`config.mk`:
```
export PLATFORM = sky130hd
export DESIGN_NAME = dual_reload_timer
export DESIGN_NICKNAME = d
export VERILOG_FILES = /design/src/rtl/dual_timer_pkg.sv /design/src/rtl/sync_edge.sv /design/src/rtl/tick_gen.sv /design/src/rtl/count_core.sv /design/src/rtl/dual_reload_timer.sv
export SDC_FILE = /design/constraint.sdc
export NUM_CORES = 1
export LEC_CHECK = 0
export ABC_AREA = 1
export BUFFER_PORTS_ARGS = -buffer_cell sky130_fd_sc_hd__buf_2
export CELL_PAD_IN_SITES_DETAIL_PLACEMENT = 0
export CELL_PAD_IN_SITES_GLOBAL_PLACEMENT = 1
export CORE_AREA = 2 2 122 100
export CTS_CLUSTER_SIZE = 40
export DETAILED_ROUTE_END_ITERATION = 6
export DIE_AREA = 0 0 124 102
export GPL_TIMING_DRIVEN = 0
export PLACE_DENSITY = 0.62
export REMOVE_ABC_BUFFERS = 1
export SYNTH_ARGS = -nofsm -noshare
export SYNTH_HDL_FRONTEND = slang
export SYNTH_HIERARCHICAL = 1
export SYNTH_SLANG_ARGS = --single-unit
```
`constraint.sdc`:
```
create_clock -name clk -period 2.5 [get_ports clk]
set_input_delay 0.5 -clock clk [delete_from_list [all_inputs] [get_ports clk]]
set_output_delay 0.5 -clock clk [all_outputs]
set_load 0.01 [all_outputs]
```
`src/rtl/dual_timer_pkg.sv`:
```
package dual_timer_pkg;

  localparam int BYTE_W = 8;

  localparam logic [2:0] REG_CTRL   = 3'd0;
  localparam logic [2:0] REG_CLKSEL = 3'd1;
  localparam logic [2:0] REG_RL_LO  = 3'd2;
  localparam logic [2:0] REG_RL_HI  = 3'd3;
  localparam logic [2:0] REG_CNT_LO = 3'd4;
  localparam logic [2:0] REG_CNT_HI = 3'd5;

  // control register bit positions
  localparam int CB_XSEL  = 0;
  localparam int CB_RUN   = 2;
  localparam int CB_SPLIT = 3;
  localparam int CB_CAP   = 4;
  localparam int CB_LIE   = 5;
  localparam int CB_FLO   = 6;
  localparam int CB_FHI   = 7;

endpackage

```
`src/rtl/sync_edge.sv`:
```
module sync_edge #(
  parameter int STAGES = 2
) (
  input  logic clk,
  input  logic rst_n,
  input  logic din,
  output logic rise
);
  logic [STAGES:0] sh_q, sh_d;

  always_comb begin
    sh_d = {sh_q[STAGES-1:0], din};
  end

  always_ff @(posedge clk or negedge rst_n) begin
    if (!rst_n) sh_q <= '0;
    else        sh_q <= sh_d;
  end

  assign rise = sh_q[STAGES-1] & ~sh_q[STAGES];
endmodule

```
`src/rtl/tick_gen.sv`:
```
module tick_gen #(
  parameter int PRE_DIV     = 12,
  parameter int EXT_DIV     = 8,
  parameter int SYNC_STAGES = 2
) (
  input  logic clk,
  input  logic rst_n,
  input  logic ext_clk_in,
  input  logic slow_osc_in,
  input  logic ext_sel,
  output logic alt_tick,
  output logic slow_rise
);
  localparam int PW = (PRE_DIV > 1) ? $clog2(PRE_DIV) : 1;
  localparam int EW = (EXT_DIV > 1) ? $clog2(EXT_DIV) : 1;
  localparam logic [PW-1:0] PRE_LAST = PW'(PRE_DIV - 1);
  localparam logic [EW-1:0] EXT_LAST = EW'(EXT_DIV - 1);

  logic          ext_rise;
  logic [PW-1:0] pre_q, pre_d;
  logic [EW-1:0] ext_q, ext_d;
  logic          pre_tick, ext_tick;

  sync_edge #(.STAGES(SYNC_STAGES)) u_ext_sync (
    .clk(clk), .rst_n(rst_n), .din(ext_clk_in), .rise(ext_rise));

  sync_edge #(.STAGES(SYNC_STAGES)) u_slow_sync (
    .clk(clk), .rst_n(rst_n), .din(slow_osc_in), .rise(slow_rise));

  always_comb begin
    pre_tick = (pre_q == PRE_LAST);
    pre_d    = pre_tick ? '0 : pre_q + PW'(1);
    ext_tick = ext_rise && (ext_q == EXT_LAST);
    ext_d    = ext_q;
    if (ext_rise) ext_d = (ext_q == EXT_LAST) ? '0 : ext_q + EW'(1);
    alt_tick = ext_sel ? ext_tick : pre_tick;
  end

  always_ff @(posedge clk or negedge rst_n) begin
    if (!rst_n) begin
      pre_q <= '0;
      ext_q <= '0;
    end else begin
      pre_q <= pre_d;
      ext_q <= ext_d;
    end
  end

  // the divided system tick is never asserted on consecutive cycles
  assert_pre_gap_R6: assert property (@(posedge clk) disable iff (!rst_n)
    pre_tick |=> !pre_tick);
endmodule

```
`src/rtl/count_core.sv`:
```
module count_core #(
  parameter int W = 8
) (
  input  logic         clk,
  input  logic         rst_n,
  input  logic         tick_lo,
  input  logic         tick_hi,
  input  logic         split,
  input  logic         run,
  input  logic         cap_en,
  input  logic         slow_rise,
  input  logic [W-1:0] wdata,
  input  logic         wr_lo,
  input  logic         wr_hi,
  input  logic         wr_rl_lo,
  input  logic         wr_rl_hi,
  input  logic         wr_flags,
  input  logic         wflag_hi,
  input  logic         wflag_lo,
  output logic [W-1:0] cnt_lo,
  output logic [W-1:0] cnt_hi,
  output logic [W-1:0] rl_lo,
  output logic [W-1:0] rl_hi,
  output logic         flag_hi,
  output logic         flag_lo
);
  logic [W-1:0] lo_d, hi_d, rl_lo_d, rl_hi_d;
  logic         fhi_d, flo_d;
  logic         lo_max, hi_max, lo_step, hi_step, lo_wrap, hi_set;
  logic         lo_load, hi_load, cap;

  always_comb begin
    lo_max  = (cnt_lo == '1);
    hi_max  = (cnt_hi == '1);
    if (split) begin
      lo_step = tick_lo;
      hi_step = tick_hi & run;
      lo_wrap = lo_step & lo_max;
      hi_set  = hi_step & hi_max;
      lo_load = lo_wrap;
      hi_load = hi_set;
    end else begin
      lo_step = tick_lo & run;
      lo_wrap = lo_step & lo_max;
      hi_step = lo_wrap;
      hi_set  = lo_wrap & hi_max;
      lo_load = hi_set;
      hi_load = hi_set;
    end

    lo_d = cnt_lo;
    if (wr_lo)        lo_d = wdata;
    else if (lo_step) lo_d = lo_load ? rl_lo : cnt_lo + W'(1);

    hi_d = cnt_hi;
    if (wr_hi)        hi_d = wdata;
    else if (hi_step) hi_d = hi_load ? rl_hi : cnt_hi + W'(1);

    cap     = cap_en & slow_rise;
    rl_lo_d = cap ? cnt_lo : (wr_rl_lo ? wdata : rl_lo);
    rl_hi_d = cap ? cnt_hi : (wr_rl_hi ? wdata : rl_hi);

    fhi_d = hi_set | cap | (wr_flags ? wflag_hi : flag_hi);
    flo_d = lo_wrap | (wr_flags ? wflag_lo : flag_lo);
  end

  always_ff @(posedge clk or negedge rst_n) begin
    if (!rst_n) begin
      cnt_lo  <= '0;
      cnt_hi  <= '0;
      rl_lo   <= '0;
      rl_hi   <= '0;
      flag_hi <= 1'b0;
      flag_lo <= 1'b0;
    end else begin
      cnt_lo  <= lo_d;
      cnt_hi  <= hi_d;
      rl_lo   <= rl_lo_d;
      rl_hi   <= rl_hi_d;
      flag_hi <= fhi_d;
      flag_lo <= flo_d;
    end
  end

  assert_hold_stopped_R5: assert property (@(posedge clk) disable iff (!rst_n)
    (!split && !run && !wr_lo && !wr_hi) |=> $stable({cnt_hi, cnt_lo}));

  assert_split_lo_step_R4: assert property (@(posedge clk) disable iff (!rst_n)
    (split && tick_lo && !wr_lo && cnt_lo != '1) |=> cnt_lo == $past(cnt_lo) + W'(1));

  assert_full_wrap_R2: assert property (@(posedge clk) disable iff (!rst_n)
    (!split && run && tick_lo && cnt_lo == '1 && cnt_hi == '1) |=> flag_hi);

  assert_flag_sticky_R7: assert property (@(posedge clk) disable iff (!rst_n)
    ($fell(flag_hi) || $fell(flag_lo)) |-> $past(wr_flags));

  assert_capture_R9: assert property (@(posedge clk) disable iff (!rst_n)
    (cap_en && slow_rise) |=> {rl_hi, rl_lo} == $past({cnt_hi, cnt_lo}));
endmodule

```
`src/rtl/dual_reload_timer.sv`:
```
module dual_reload_timer
  import dual_timer_pkg::*;
#(
  parameter int PRE_DIV     = 12,
  parameter int EXT_DIV     = 8,
  parameter int SYNC_STAGES = 2
) (
  input  logic              clk,
  input  logic              rst_n,
  input  logic              wr_en,
  input  logic [2:0]        wr_addr,
  input  logic [BYTE_W-1:0] wr_data,
  input  logic [2:0]        rd_addr,
  output logic [BYTE_W-1:0] rd_data,
  input  logic              irq_en_global,
  input  logic              ext_clk_in,
  input  logic              slow_osc_in,
  output logic              irq
);
  logic lie_q, cap_q, split_q, run_q, xsel_q, sel_lo_q, sel_hi_q;
  logic lie_d, cap_d, split_d, run_d, xsel_d, sel_lo_d, sel_hi_d;
  logic wr_ctrl, wr_sel, wr_rl_lo, wr_rl_hi, wr_lo, wr_hi;
  logic alt_tick, slow_rise, tick_lo, tick_hi;
  logic [BYTE_W-1:0] cnt_lo, cnt_hi, rl_lo, rl_hi;
  logic flag_hi, flag_lo;

  always_comb begin
    wr_ctrl  = wr_en && (wr_addr == REG_CTRL);
    wr_sel   = wr_en && (wr_addr == REG_CLKSEL);
    wr_rl_lo = wr_en && (wr_addr == REG_RL_LO);
    wr_rl_hi = wr_en && (wr_addr == REG_RL_HI);
    wr_lo    = wr_en && (wr_addr == REG_CNT_LO);
    wr_hi    = wr_en && (wr_addr == REG_CNT_HI);

    lie_d    = wr_ctrl  ? wr_data[CB_LIE]   : lie_q;
    cap_d    = wr_ctrl  ? wr_data[CB_CAP]   : cap_q;
    split_d  = wr_ctrl  ? wr_data[CB_SPLIT] : split_q;
    run_d    = wr_ctrl  ? wr_data[CB_RUN]   : run_q;
    xsel_d   = wr_ctrl  ? wr_data[CB_XSEL]  : xsel_q;
    sel_lo_d = wr_sel   ? wr_data[0]        : sel_lo_q;
    sel_hi_d = wr_sel   ? wr_data[1]        : sel_hi_q;
  end

  always_ff @(posedge clk or negedge rst_n) begin
    if (!rst_n) begin
      lie_q    <= 1'b0;
      cap_q    <= 1'b0;
      split_q  <= 1'b0;
      run_q    <= 1'b0;
      xsel_q   <= 1'b0;
      sel_lo_q <= 1'b0;
      sel_hi_q <= 1'b0;
    end else begin
      lie_q    <= lie_d;
      cap_q    <= cap_d;
      split_q  <= split_d;
      run_q    <= run_d;
      xsel_q   <= xsel_d;
      sel_lo_q <= sel_lo_d;
      sel_hi_q <= sel_hi_d;
    end
  end

  tick_gen #(.PRE_DIV(PRE_DIV), .EXT_DIV(EXT_DIV), .SYNC_STAGES(SYNC_STAGES)) u_ticks (
    .clk(clk), .rst_n(rst_n), .ext_clk_in(ext_clk_in), .slow_osc_in(slow_osc_in),
    .ext_sel(xsel_q), .alt_tick(alt_tick), .slow_rise(slow_rise));

  assign tick_lo = sel_lo_q | alt_tick;
  assign tick_hi = sel_hi_q | alt_tick;

  count_core #(.W(BYTE_W)) u_core (
    .clk(clk), .rst_n(rst_n), .tick_lo(tick_lo), .tick_hi(tick_hi),
    .split(split_q), .run(run_q), .cap_en(cap_q), .slow_rise(slow_rise),
    .wdata(wr_data), .wr_lo(wr_lo), .wr_hi(wr_hi), .wr_rl_lo(wr_rl_lo),
    .wr_rl_hi(wr_rl_hi), .wr_flags(wr_ctrl), .wflag_hi(wr_data[CB_FHI]),
    .wflag_lo(wr_data[CB_FLO]), .cnt_lo(cnt_lo), .cnt_hi(cnt_hi),
    .rl_lo(rl_lo), .rl_hi(rl_hi), .flag_hi(flag_hi), .flag_lo(flag_lo));

  always_comb begin
    rd_data = '0;
    if (rd_addr == REG_CTRL)
      rd_data = {flag_hi, flag_lo, lie_q, cap_q, split_q, run_q, 1'b0, xsel_q};
    else if (rd_addr == REG_CLKSEL) rd_data = {6'b0, sel_hi_q, sel_lo_q};
    else if (rd_addr == REG_RL_LO)  rd_data = rl_lo;
    else if (rd_addr == REG_RL_HI)  rd_data = rl_hi;
    else if (rd_addr == REG_CNT_LO) rd_data = cnt_lo;
    else if (rd_addr == REG_CNT_HI) rd_data = cnt_hi;
  end

  assign irq = irq_en_global & (flag_hi | (lie_q & flag_lo));

  assert_irq_hi_R8: assert property (@(posedge clk) disable iff (!rst_n)
    (irq_en_global && flag_hi) |-> irq);
endmodule

```
### After elaboration in Yosys (flattened, before gate mapping)

Cells that the tools add are included.

* register bits after elaboration: 54
* input bits: 20
* output and inout bits: 9
* word-level logic and storage cells: 93

* add/sub/neg operators: 4
* equality and inequality tests: 14
* mux-type cells: 26
* bitwise operators: 19
* reductions and logical operators: 13

Operator list (number)
* $mux W8: 16
* $add A8 B1 Y8 const B: 2
* $eq A8 B8 Y1 const B: 2
* $eq A3 B3 Y1 const B: 5
* $eq A3 B2 Y1 const B: 4
* $and A1 B1 Y1: 11
* $mux W1: 8
* $reduce_bool A2 Y1: 4
* $logic_and A1 B1 Y1: 7
* $eq A3 B1 Y1 const B: 2
* $logic_not A3 Y1: 2
* $or A1 B1 Y1: 6
* $add A4 B1 Y4 const B: 1
* $eq A4 B4 Y1 const B: 1
* $mux W4: 1
* $add A3 B1 Y3 const B: 1
* $mux W3: 1
* $not A1 Y1: 2

### Logic depth before layout (Yosys ltp)

* depth after elaboration: 12
* mapped depth: 14

### Cells and area by module

The synthesis kept the hierarchy.

By module, submodules not included
* count_core: instances 1, cells each 293, area each 2120.8 um^2, sequential area each 850.8 um^2
* dual_reload_timer: instances 1, cells each 123, area each 747.0 um^2, sequential area each 175.2 um^2
* tick_gen: instances 1, cells each 40, area each 341.6 um^2, sequential area each 175.2 um^2
* sync_edge: instances 2, cells each 5, area each 85.1 um^2, sequential area each 75.1 um^2

### Least setup slack after synthesis

OpenSTA, ideal clock, no wires.

* kind: register -> register
* from: register u_ticks.ext_q[0]
* to: register u_core.cnt_lo[5]
* setup time: 0.117 ns
* arrival: 1.968 ns
* required time: 2.383 ns
* path slack: 0.416 ns
* cell stages (with the launch flop): 13
* buffers on the path: 1
* period minus slack after synthesis: 2.084 ns
* cell sequence: dfrtp_1 > ha_1 > ha_1 > nand3_1 > nand2_1 > or2_2 > nand2_1 > inv_2 > nor3_4 > clkbuf_1 > a21oi_1 > nand2_1 > nand2_1

* longest elaborated chain between the ends: 11

RTL lines
* start: declaration: RTL line tick_gen.sv:21 `logic [EW-1:0] ext_q, ext_d;`
* start signal: assignment: RTL line tick_gen.sv:45 `ext_q <= ext_d;`
* $eq A3 B3 Y1 (*): RTL line tick_gen.sv:33 `ext_tick = ext_rise && (ext_q == EXT_LAST);`
* $logic_and A1 B1 Y1 (*): RTL line tick_gen.sv:33
* $mux W1 (*): RTL line tick_gen.sv:36 `alt_tick = ext_sel ? ext_tick : pre_tick;`
* via alt_tick: RTL line dual_reload_timer.sv:23 `logic alt_tick, slow_rise, tick_lo, tick_hi;`
* $or A1 B1 Y1 (*): RTL line dual_reload_timer.sv:68 `assign tick_lo = sel_lo_q | alt_tick;`
* via tick_lo: RTL line dual_reload_timer.sv:23
* $and A1 B1 Y1: RTL line count_core.sv:43 `lo_step = tick_lo & run;`
* $and A1 B1 Y1: RTL line count_core.sv:44 `lo_wrap = lo_step & lo_max;`
* $and A1 B1 Y1: RTL line count_core.sv:46 `hi_set = lo_wrap & hi_max;`
* $mux W1: RTL line count_core.sv:35 `if (split) begin`
* $mux W8 (2 in a row): RTL line count_core.sv:53 `else if (lo_step) lo_d = lo_load ? rl_lo : cnt_lo + W'(1);`
* $mux W8: RTL line count_core.sv:52 `if (wr_lo) lo_d = wdata;`
* end signal: assignment: RTL line count_core.sv:76 `cnt_lo <= lo_d;`
* end: declaration: RTL line count_core.sv:20 `output logic [W-1:0] cnt_lo,`

Mark *: on every way through the listed nets, which the timed path passes. The rest lies on a longest branch. The select of a mux whose other input is x is not followed.
A chain may end at the register's enable or synchronous reset.

### Worst setup path after layout

* from: register u_ticks.ext_q[0]
* to: register u_core.cnt_lo[6]

Same word-level chain as after synthesis.

==> metrics.yaml <==
sta:
  finalSetupViolCount: 0
  fin_skew_ns: 0.00755
  grt_setup_unrepaired: "no"
  finalCritPeriodShare_pct: 90.2
  final_max_slew_viol_count: 0
  clock.fmax_mhz: 443
  tightest_slew_ns: 0.747
  slew_headroom_pct: 50.0
  period_minus_slack_ns: 2.26
  setup_ws_ns: 0.245
  fin_setup_tns_ns: 0
  hold_viol: 0
logic_synthesis:
  seq_area_frac_synth_pct: 40.0
  synth_compound_area_share_pct: 7.74
  yosys_most_used_dff: "dfrtp_1"
  synth_xor_area_share_pct: 2.33
  syn_inst: 466
  synth_edf_count: 0
  syn_area_sq_um: 3380
  avgSynthCellArea_sq_um: 7.25
  yosys.area_share.simple_pct: 40.2
  ys_ff_latch: 54
  synth_top_family_by_area: "simple AND/OR/NAND/NOR gates"
  synth_cell_types: 32
  synth_mux_area_share_pct: 0.296
  synth-adder-area-share_pct: 1.85
  yosysWarningCount: 6
  async_reset_ff_share_pct: 100
finish:
  final_cell_mix: "nand2_1, nand3_1, dfrtp_1"
  area_delta_synth_final_pct: 12.9
  finish.utilization_pct: 33.5
  diodes: 0
  final_cell_area_sq_um: 3820
  layout_commonest_cell: "nand2_1"
  drive_gt1_share_pct: 15.0
  layout.nets: 518
placement:
  placed_area_sq_um: 3670
  dp_slack_ns: 0.227
  portBuffers: 28
  dp_hpwl_um: 7500
  gp_congestion: 0.837
global_routing:
  grt_max_degree: 55
  antenna_found_initial: 0
  grt_pass1_wl_um: 15700
  overflow: 0
  first_global_vias: 2898
  track_usage_pct: 16.5
clock_network:
  clk_latency_ns: 0.30
  ctsResizeCount: 0
  htreeDepth: 2
  path_clk_slew_ns: 0.07
  root_buffer: "clkbuf_16"
  cts_setup_buffers: 0
  holdBufCountCts: 0
  clockBufferDepth: 2
  cts_made_buffers: 5
  clock_sinks: 54
  cts_tree: "yes"
worst_setup_path:
  crit_family: "simple AND/OR/NAND/NOR gates"
  rrSetupSlack_ns: 0.24
  crit_path_frequent_cell: "nand2_1"
  critPathArrivalTime_ns: 2.44
  worst_setup_path_start_kind: "flip-flop"
  worstSetupPathType: "reg2reg"
  slowest_delay_ns: 0.52
  cp_data_required_time_ns: 2.69
  cp_max_fo: 16
  crit_slowest_cell: "nor3_4"
  cp_cell_sequence: "ha_1 -> ha_1 -> nand3_1 -> nand2_1 -> or2_2 -> nand2_1 -> inv_2 -> nor3_4 -> a21oi_1 -> o21ai_1 -> nand2_1"
  crit_path_end_kind: "flip-flop"
  crit_buf_inv: 1
power_and_ir_drop:
  p_leak_nw: 1.92
  ir_drop_mv: 0.441
  power_w: 0.00311
  power_density_nw_per_um2: 814
routing:
  wl_um: 9670
  drc: 0
  detail_route.first_pass.iterations: 4
  antenna_left: 0
  drtIter0Drc: 213
  wire_per_inst_um: 15.1
  vias: 3051
  vias_per_cell: 4.75
floorplanning:
  num_rows: 35
  design.die.area_sq_um: 12600
  core-area_sq_um: 11400
  die_w_um: 124
  initial_utilization_pct: 29.7
  io_pins: 29
  die_h_um: 102
run_status:
  status: "completed"
flow_run:
  drv_cap: 0
worst_hold_path:
  worstHoldPathType: "in2async"
area by class of cell:
cell class              count  area, sq um
fillers                  1259         7570
multi-input cells         351         1780
flip-flops and latches     54         1350
inverters                  51          191
well taps                 148          185
repair buffers             30          158
clock buffers               7          143
clock inverters             1         5.00
worst register-to-register path: cells and delay by family, from the launching register on:
| kind | cells | cell delay, ns |
|---|---|---|
| simple gates | 6 | 1.09 |
| flops | 1 | 0.40 |
| fa+ha+maj | 2 | 0.40 |
| compound gates | 2 | 0.17 |
| buf+inv | 1 | 0.06 |
path summary, 6_finish.rpt:
path	depth (start not counted)	endpoint	from
worst max-delay path	11	u_core/cnt_lo[6]$_DFFE_PN0P_	u_ticks/ext_q[0]$_DFFE_PN0P_
worst min-delay path	1	u_ticks/u_slow_sync/sh_q[0]$_DFF_PN0_	rst_n
worst max register to register	11	u_core/cnt_lo[6]$_DFFE_PN0P_	u_ticks/ext_q[0]$_DFFE_PN0P_
worst min register to register	0	u_ticks/u_slow_sync/sh_q[1]$_DFF_PN0_	u_ticks/u_slow_sync/sh_q[0]$_DFF_PN0_
max in group asynchronous	1	u_core/rl_hi[0]$_DFFE_PN0P_	rst_n
min in group clk	1	u_ticks/u_slow_sync/sh_q[0]$_DFF_PN0_	slow_osc_in
synthesized netlist by cell type (2+ instances only):
library cell / n / area, sq um
a21oi_1: 11 / 55.1
buf_2: 2 / 10.0
buf_6: 3 / 33.8
clkbuf_1: 4 / 15.0
clkinv_1: 3 / 11.3
dfrtp_1: 54 / 1350
ha_1: 5 / 62.6
inv_1: 38 / 143
inv_2: 10 / 37.5
nand2_1: 155 / 582
nand2_2: 4 / 25.0
nand2_4: 5 / 56.3
nand3_1: 55 / 275
nand3_4: 2 / 35.0
nand4_1: 14 / 87.6
nor2_1: 37 / 139
nor2_2: 6 / 37.5
nor2_4: 3 / 33.8
nor3_4: 3 / 48.8
nor4_1: 2 / 12.5
o211ai_1: 10 / 75.1
o21ai_0: 8 / 40.0
o21ai_1: 15 / 75.1
or2_2: 2 / 12.5
xnor2_1: 3 / 26.3
xor2_1: 6 / 52.6
layer usage:
metal	wire length [um]	global-route usage (%)
met5	0	0
met4	87	3.89
met3	442	2.57
met2	3900	23.7
met1	5250	25.8
sequential cells by signal, indices dropped and copies added, names as in the netlist, 3 cells and up:
| register | flops |
|---|---|
| u_core/cnt_hi | 8 |
| u_core/rl_lo | 8 |
| u_ticks/ext_q | 3 |
| u_ticks/pre_q | 4 |
| u_core/rl_hi | 8 |
| u_ticks/u_slow_sync/sh_q | 3 |
| u_core/cnt_lo | 8 |
| u_ticks/u_ext_sync/sh_q | 3 |
through the flow:
stage	hold slack (ns)	cells
floorplan	0.204	456
global placement	0.336	632
detailed placement	0.336	634
CTS	0.309	642
global route	0.305	642
finish	0.263	642
cell families (layout without fill, tap and decap cells):
group / Yosys count / in the layout
adders and majority gates: 5 / 5
muxes: 1 / 1
DFF: 54 / 54
xor gates and xnor gates: 9 / 9
AOI/OAI and AO/OA: 46 / 46
and+or+nand+nor: 290 / 290
buffers and inverters: 61 / 89
power breakdown:
group | leakage [nW] | internal [W] | switching [W] | total [W]
logic | 1.17 | 0.000373 | 0.000527 | 0.000901
clock network | 0.0739 | 0.000399 | 0.000330 | 0.000729
registers | 0.676 | 0.00114 | 0.000338 | 0.00148
Note: power is estimated with default switching activity, not from simulation.
